--- src/rtl/prbs_pkg.sv ---
package prbs_pkg;

  localparam int STATE_W = 31;
  localparam int MODE_W  = 3;
  localparam int POS_W   = 5;

  // Highest used state bit (degree minus one) for a mode code
  function automatic logic [POS_W-1:0] top_pos(input logic [MODE_W-1:0] m);
    case (m)
      3'd0:    return 5'd6;
      3'd1:    return 5'd9;
      3'd2:    return 5'd14;
      3'd3:    return 5'd22;
      default: return 5'd30;
    endcase
  endfunction

  // Middle feedback tap position (tap exponent minus one)
  function automatic logic [POS_W-1:0] tap_pos(input logic [MODE_W-1:0] m);
    case (m)
      3'd0:    return 5'd5;
      3'd1:    return 5'd6;
      3'd2:    return 5'd13;
      3'd3:    return 5'd17;
      default: return 5'd27;
    endcase
  endfunction

  // Mask of the state bits used by a mode; also the all-ones seed
  function automatic logic [STATE_W-1:0] used_mask(input logic [MODE_W-1:0] m);
    logic [5:0]  width;
    logic [31:0] full;
    width = {1'b0, top_pos(m)} + 6'd1;
    full  = (32'd1 << width) - 32'd1;
    return full[STATE_W-1:0];
  endfunction

  // One serial step: bit 0 receives the newest sequence bit
  function automatic logic [STATE_W-1:0] adv_one(input logic [STATE_W-1:0] s,
                                                  input logic [MODE_W-1:0]  m);
    logic fb;
    fb = s[top_pos(m)] ^ s[tap_pos(m)];
    return {s[STATE_W-2:0], fb} & used_mask(m);
  endfunction

endpackage

--- src/rtl/prbs_mode_track.sv ---
module prbs_mode_track
  import prbs_pkg::*;
(
  input  logic              clk,
  input  logic              rst,
  input  logic [MODE_W-1:0] mode_i,
  output logic [MODE_W-1:0] mode_q,
  output logic              mode_chg
);

  always_ff @(posedge clk) begin
    if (rst || mode_chg) mode_q <= mode_i;
  end

  // Event wire: the sampled select differs from the one in use
  assign mode_chg = (mode_i != mode_q);

  a_r4_mode_taken: assert property (@(posedge clk) disable iff (rst)
    mode_chg |=> (mode_q == $past(mode_i)));

endmodule

--- src/rtl/prbs_step_net.sv ---
module prbs_step_net
  import prbs_pkg::*;
#(
  parameter int STEPS = 16
)(
  input  logic [STATE_W-1:0] state_i,
  input  logic [MODE_W-1:0]  mode_i,
  output logic [STATE_W-1:0] state_o,
  output logic [STEPS-1:0]   bits_o
);

  logic [STATE_W-1:0] chain [0:STEPS];

  assign chain[0] = state_i;

  // Unrolled look-ahead: step g yields the g-th bit in time order
  for (genvar g = 0; g < STEPS; g++) begin : g_step
    assign chain[g+1]          = adv_one(chain[g], mode_i);
    assign bits_o[STEPS-1-g]   = chain[g+1][0];
  end

  assign state_o = chain[STEPS];

endmodule

--- src/rtl/prbs_word_gen.sv ---
module prbs_word_gen
  import prbs_pkg::*;
#(
  parameter int WORD_W = 16
)(
  input  logic              clk,
  input  logic              rst,
  input  logic [MODE_W-1:0] mode_i,
  input  logic              en_i,
  output logic [WORD_W-1:0] word_o,
  output logic              valid_o
);

  logic [MODE_W-1:0]  mode_q;
  logic               mode_chg;
  logic [STATE_W-1:0] state_q;
  logic [STATE_W-1:0] state_nx;
  logic [WORD_W-1:0]  bits_nx;
  logic               adv_ev;
  logic               reseed_ev;

  prbs_mode_track u_mode (
    .clk      (clk),
    .rst      (rst),
    .mode_i   (mode_i),
    .mode_q   (mode_q),
    .mode_chg (mode_chg)
  );

  prbs_step_net #(.STEPS(WORD_W)) u_net (
    .state_i (state_q),
    .mode_i  (mode_q),
    .state_o (state_nx),
    .bits_o  (bits_nx)
  );

  // Named events for the checks below
  assign reseed_ev = rst || mode_chg;
  assign adv_ev    = en_i && !reseed_ev;

  always_ff @(posedge clk) begin
    if (rst) begin
      state_q <= used_mask(mode_i);
      word_o  <= '0;
      valid_o <= 1'b0;
    end else if (mode_chg) begin
      state_q <= used_mask(mode_i);
      valid_o <= 1'b0;
    end else if (en_i) begin
      state_q <= state_nx;
      word_o  <= bits_nx;
      valid_o <= 1'b1;
    end
  end

  a_r4_reseed: assert property (@(posedge clk) disable iff (rst)
    mode_chg |=> (!valid_o && $stable(word_o) && state_q == used_mask(mode_q)));

  a_r5_hold: assert property (@(posedge clk) disable iff (rst)
    (!en_i && !mode_chg) |=> ($stable(word_o) && $stable(valid_o) && $stable(state_q)));

  a_r6_valid_after_step: assert property (@(posedge clk) disable iff (rst)
    adv_ev |=> valid_o);

  a_r7_nonzero: assert property (@(posedge clk) disable iff (rst)
    state_q != '0);

  a_r7_upper_clear: assert property (@(posedge clk) disable iff (rst)
    (state_q & ~used_mask(mode_q)) == '0);

endmodule

--- config.mk ---
export PLATFORM = sky130hd
export DESIGN_NAME = prbs_word_gen
export DESIGN_NICKNAME = d
export VERILOG_FILES = /design/src/rtl/prbs_pkg.sv /design/src/rtl/prbs_mode_track.sv /design/src/rtl/prbs_step_net.sv /design/src/rtl/prbs_word_gen.sv
export SDC_FILE = /design/constraint.sdc
export NUM_CORES = 1
export LEC_CHECK = 0
export ABC_AREA = 1
export BUFFER_PORTS_ARGS = -buffer_cell sky130_fd_sc_hd__buf_2
export CAP_MARGIN = 25
export CORE_AREA = 2 2 113 115
export DETAILED_ROUTE_END_ITERATION = 16
export DIE_AREA = 0 0 115 117
export GPL_TIMING_DRIVEN = 1
export PLACE_DENSITY = 0.55
export SKIP_CTS_REPAIR_TIMING = 1
export SLEW_MARGIN = 15
export SYNTH_ARGS = -nofsm -noshare
export SYNTH_HDL_FRONTEND = slang
export SYNTH_SLANG_ARGS = --single-unit
--- constraint.sdc ---
create_clock -name clk -period 8.6 [get_ports clk]
set_clock_uncertainty 0.05 [all_clocks]
set_input_delay 0.86 -clock clk [delete_from_list [all_inputs] [get_ports clk]]
set_output_delay 0.86 -clock clk [all_outputs]
set_load 0.005 [all_outputs]
* After elaboration in Yosys (flattened, before gate mapping)
Cells that the tools add are included.
Storage, ports and cells: register bits 51, logic and storage cells 134
Operators by class: add/sub/neg operators 6, $lt $le $gt $ge 2, eq/ne operators 7, shifts and indexed selects 3, muxes and demuxes 73, bitwise logic cells 33, reductions and logical operators 6
Operators with widths (count):
- $and 31x31->31 | 16
- $bmux 1 s5 | 32
- $mux 31 | 3
- $shl 1x6->31 const A | 3
- $sub 31x1->31 const B | 3
- $pmux 5 s4 | 3
- $mux 1 | 32
- $add 5x1->6 const B | 3
- $xor 1x1->1 | 16
- $mux 5 | 3
- $eq 3x2->1 const B | 4
- $lt 5x6->1 const B | 2
- $eq 3x1->1 const B | 2
- $logic_not 3->1 | 2
- $ne 3x3->1 | 1
- $reduce_bool 3->1 | 1
- $reduce_and 2->1 | 1
- $reduce_or 2->1 | 1
- $logic_or 1x1->1 | 1
- $not 1->1 | 1

* Longest topological paths before layout
depth after elaboration 69, mapped depth 43, mapped depth without buffers 42

* Modules after synthesis
A second synthesis with hierarchy kept.
Second synthesis, totals: cell total of the unflattened synthesis 705, area total of the unflattened synthesis 4420.5 sq um
By module, submodules not included:
- prbs_step_net | instances 1, cells each 489, area an instance 2301.0 sq um, seq. area each 0.0 sq um
- prbs_word_gen | instances 1, cells each 199, area an instance 1968.1 sq um, seq. area each 1271.2 sq um
- prbs_mode_track | instances 1, cells each 17, area an instance 151.4 sq um, seq. area each 90.1 sq um

* Worst setup path after synthesis
Ideal clock, no wire load.
kind register to register, from reg u_mode.mode_q[1], to reg state_q[2], data pin, library setup time 254 ps, data arrival time 3083 ps, required time 8296 ps, path slack 5213 ps, stages on the path, launching flop included 41, cell sequence edfxtp_1 buf_6 nor2_2 nand2_2 buf_6 nand2_1 nand2_1 nor2_2 nor2_1 nor2_1 nand2_1 nand3_2 nand3_1 nand2_1 nand2_1 nand2_1 nand2_1 nand3_2 (+5 left out) nand2_1 nand2_1 nand2_1 nand3_1 nand3_1 nand2_1 nand2_1 nand2_1 nand2_1 nand3_1 nand2_1 nand2_1 nand2_1 nand2_1 nand2_1 nand2_1 nand2_1 nand2_1
On the way: longest elaborated chain between the ends 63, elaborated cells between the ends (all ways) 99, classes of those cells add/sub: 2; eq/ne: 4; shift: 1; mux: 61; bitwise: 30; reduce/logical: 1
Ends and longest elaborated chain:
- start: declaration | RTL line prbs_mode_track.sv:7 | output logic [MODE_W-1:0] mode_q,
- start signal: assignment | RTL line prbs_mode_track.sv:12 | if (rst || mode_chg) mode_q <= mode_i;
- $eq 3x2->1, or another cell as far along | RTL line prbs_pkg.sv:9, prbs_pkg.sv:20
- $pmux 5 s4, on equally long branches | RTL line prbs_pkg.sv:9, prbs_pkg.sv:20
- $add 5x1->6 / $bmux 1 s5 (equally long branches) | RTL line prbs_pkg.sv:33, prbs_pkg.sv:42
- $shl 1x6->31 / $mux 1 (equally long branches) | RTL line prbs_pkg.sv:34, prbs_pkg.sv:42
- $sub 31x1->31 / $xor 1x1->1 (equally long branches) | RTL line prbs_pkg.sv:34, prbs_pkg.sv:42
- $and 31x31->31 | RTL line prbs_pkg.sv:43 | return {s[STATE_W-2:0], fb} & used_mask(m);
- $bmux 1 s5 | RTL line prbs_pkg.sv:42 | fb = s[top_pos(m)] ^ s[tap_pos(m)];
- $mux 1 (implied by the code) | RTL line prbs_pkg.sv:42
- (+45 left out)
- $and 31x31->31 | RTL line prbs_pkg.sv:43
- $bmux 1 s5 | RTL line prbs_pkg.sv:42
- $mux 1 (implied by the code) | RTL line prbs_pkg.sv:42
- $xor 1x1->1 | RTL line prbs_pkg.sv:42
- $and 31x31->31 (3 in series) | RTL line prbs_pkg.sv:43
- $mux 31 | RTL line prbs_word_gen.sv:49 | end else if (en_i) begin
- $mux 31 (*) | RTL line prbs_word_gen.sv:46 | end else if (mode_chg) begin
- $mux 31 (*) | RTL line prbs_word_gen.sv:42 | if (rst) begin
- end signal: assignment | RTL line prbs_word_gen.sv:43 | state_q <= used_mask(mode_i);
- end signal: assignment | RTL line prbs_word_gen.sv:47 | state_q <= used_mask(mode_i);
- end signal: assignment | RTL line prbs_word_gen.sv:50 | state_q <= state_nx;
- end: declaration | RTL line prbs_word_gen.sv:16 | logic [STATE_W-1:0] state_q;
Every way passes the cells marked *; elsewhere a longest branch is shown, timed or not. The select of a mux whose other input is x is not followed. A chain may end at the register's enable or synchronous reset.

* Final worst setup path
from reg u_mode.mode_q[2], to reg state_q[2], data pin
The elaborated chain is that of the path after synthesis.

==> flow_metrics.py <==
metrics = {
    "critical_path": {
        "r2r_slack_ns": 3.16,
        "worst_r2r_path_depth": 33,
        "cp.arrival_ns": 5.45,
        "cp_slowest_stage_delay_ns": 0.60,
        "path_delay_family": "simple AND/OR/NAND/NOR gates",
        "critPathBufInv": 6,
        "timing.rr.start": "u_mode.mode_q[2]",
        "critical_path_peak_fanout": 32,
        "cp-start-kind": "register",
        "crit_type": "register to register",
        "required_ns": 8.62,
        "critPathCaptureType": "register",
        "crit_top_cell": "nand2_1",
        "r2r-end": "state_q[2]",
        "critPathSlowestCell": "inv_2",
    },
    "placement": {
        "numPortBuffers": 22,
        "placed_cell_area_sq_mm": 0.00440,
        "globalplace.congestion": 0.990,
        "dp_hpwl_um": 13200,
    },
    "power_and_ir_drop": {
        "leakagePower_nw": 2.30,
        "power_density_mw_per_mm2": 171,
        "max-vdd-ir-drop_mv": 0.0802,
    },
    "global_route": {
        "grt_use_total_pct": 27.0,
        "grt_pass1_wl_um": 26800,
        "grt_pass1_vias": 4345,
        "grt_start_max_net_pins": 33,
        "antenna_found_initial": 0,
        "grt.overflow.total": 0,
    },
    "detailed_routing": {
        "first_pass_iters": 8,
        "drc": 0,
        "routed_via_density": 5.69,
        "routed_wl_um": 17400,
        "ant_nets": 0,
        "via_count": 4640,
        "wl_per_cell_um": 21.4,
        "drtIter0Drc": 560,
    },
    "logic_synthesis": {
        "syn_area_sq_mm": 0.00423,
        "synthDistinctLibCells": 42,
        "yosys_warnings": 0,
        "synth_largest_type_area_fraction_pct": 24.1,
        "synth_edf_count": 34,
        "synthTopCellsByArea": "edfxtp_1 (24%), nand2_1 (19%), dfxtp_1 (8.0%), nand3_1 (7.3%), inv_1 (6.6%)",
        "ys_async_sr_fraction_pct": 0,
        "synthFlopType": "edfxtp_1",
        "yosysMostFrequentCell": "nand2_1",
        "ys_seq_elements": 51,
        "synth_cells": 659,
        "yosys.area.top_type": "edfxtp_1",
        "syn_area_per_cell_sq_um": 6.42,
        "synth_common_cells": "nand2_1 (217), inv_1 (74), nand3_1 (62)",
        "seq_area_frac_synth_pct": 32.2,
    },
    "finish": {
        "drive_gt1_share_pct": 11.0,
        "final_area_sq_mm": 0.00458,
        "areaGrowthSynthToFinish_pct": 8.37,
        "antennaDiodeCount": 0,
        "fin_nets": 672,
    },
    "min_path": {
        "min_path_type": "register to register",
        "hold_path_end": "valid_o",
        "min-delay-start": "valid_o",
        "whs_path_depth": 2,
    },
    "sta": {
        "rsz0062_at_grt": "no",
        "fin_crit_sh_pct": 63.2,
        "hold_viol": 0,
        "tightest_slew_ns": 0.749,
        "setup_viol": 0,
        "timing.fmax_mhz": 184,
        "period_needed_ns": 5.44,
        "setup_tns_ns": 0,
        "relSlewSlack_pct": 50.0,
        "slew_violations": 0,
    },
    "clock_network": {
        "cts_tree": "done",
        "clkLatencyLatePin_ns": 0.31,
        "root_buffer": "clkbuf_16",
        "cts.reportedPaths.clkPinSlew_ns": 0.07,
        "cts_buffer_depth": 2,
        "clock_sinks": 51,
        "htree_num_levels": 2,
        "cts_buffers": 5,
    },
    "floorplanning": {
        "pin_count": 23,
        "dieArea_sq_mm": 0.0135,
        "start_util_pct": 34.4,
        "dieWidth_um": 115,
        "row_count": 41,
        "coreArea_sq_mm": 0.0123,
        "die_y_um": 117,
    },
    "run": {
        "maxCapViolCount": 0,
    },
    "outcome": {
        "status": "completed",
    },
}
power by group:
group          switching (mW)  internal (mW)
Sequential             0.0170          0.281
Combinational           0.169         0.0649
Clock                  0.0971          0.155
worst max-delay path by stage:
stage | startpoint | to | slack (ns) | cells after the start
floorplan | u_mode.mode_q[1] | state_q[2] | 5.21 | 40
global placement | u_mode.mode_q[2] | state_q[2] | 3.29 | 33
detailed placement | u_mode.mode_q[2] | state_q[2] | 3.31 | 33
CTS | u_mode.mode_q[2] | state_q[2] | 3.32 | 33
global route | u_mode.mode_q[2] | state_q[2] | 2.75 | 37
finish | u_mode.mode_q[2] | state_q[2] | 3.16 | 33
through the flow:
step           worst slack (ns)  util (%)  hold slack [ns]  std cells  total power [mW]
2_1_floorplan              5.21         -            0.425        662             0.459
3_3_place_gp               3.29      35.7            0.410        807             0.534
3_5_place_dp               3.31      35.7            0.420        807             0.528
4_1_cts                    3.32      37.2            0.439        815             0.780
5_1_grt                    2.75      37.2            0.465        815             0.824
6_report                   3.16      37.2            0.432        815             0.785
registers in the layout, indices dropped and copies added, names as in the netlist:
| signal | flops |
|---|---|
| valid_o | 1 |
| word_o | 16 |
| state_q | 31 |
| u_mode.mode_q | 3 |
cells in the final DEF, fill, tap and decap left out, types with 7 or more instances in the layout:
cell,netlist,routed
a21oi_1,24,24
buf_2,11,22
inv_1,74,74
dfxtp_1,17,17
nor2_2,6,7
nand2_1,217,217
o211ai_1,23,23
inv_2,17,17
edfxtp_1,34,34
nand3_1,62,62
nor2_1,39,38
o21ai_0,43,43
tightest hold or removal path, cell delays in order (launching register included):
cell	delay (ns)
dfxtp_1	0.33
nor2_1	0.04
nor2_1	0.08
cell families (layout without fill, tap and decap cells):
family | Yosys count | count (layout) | share of synthesized area, %
AO/OA/AOI/OAI | 125 | 125 | 18.0
XOR/XNOR | 5 | 5 | 1.04
adder cells (fa/ha/maj) | 2 | 2 | 0.591
buffers and inverters | 124 | 127 | 12.5
flip-flops | 51 | 51 | 32.2
other | 1 | 4 | 0.0886
AND/OR/NAND/NOR | 351 | 351 | 35.7
metal layers:
metal,vias to the layer above,global-route usage (%),share of wire [%]
li1,2174,-,-
met1,2153,35.7,41
met2,256,42.8,45
met3,57,4.69,8.6
met4,0,13.5,4.9
met5,-,0,0
layout make-up:
class / count / area (sq um)
fillers: 1378 / 7730
multi-input cells: 487 / 2350
flip-flops and latches: 51 / 1360
inverters: 92 / 345
well taps: 150 / 188
clock buffers: 6 / 150
repair buffers: 27 / 148
clock inverters: 2 / 37.5
(Power assumes the default switching activity.)
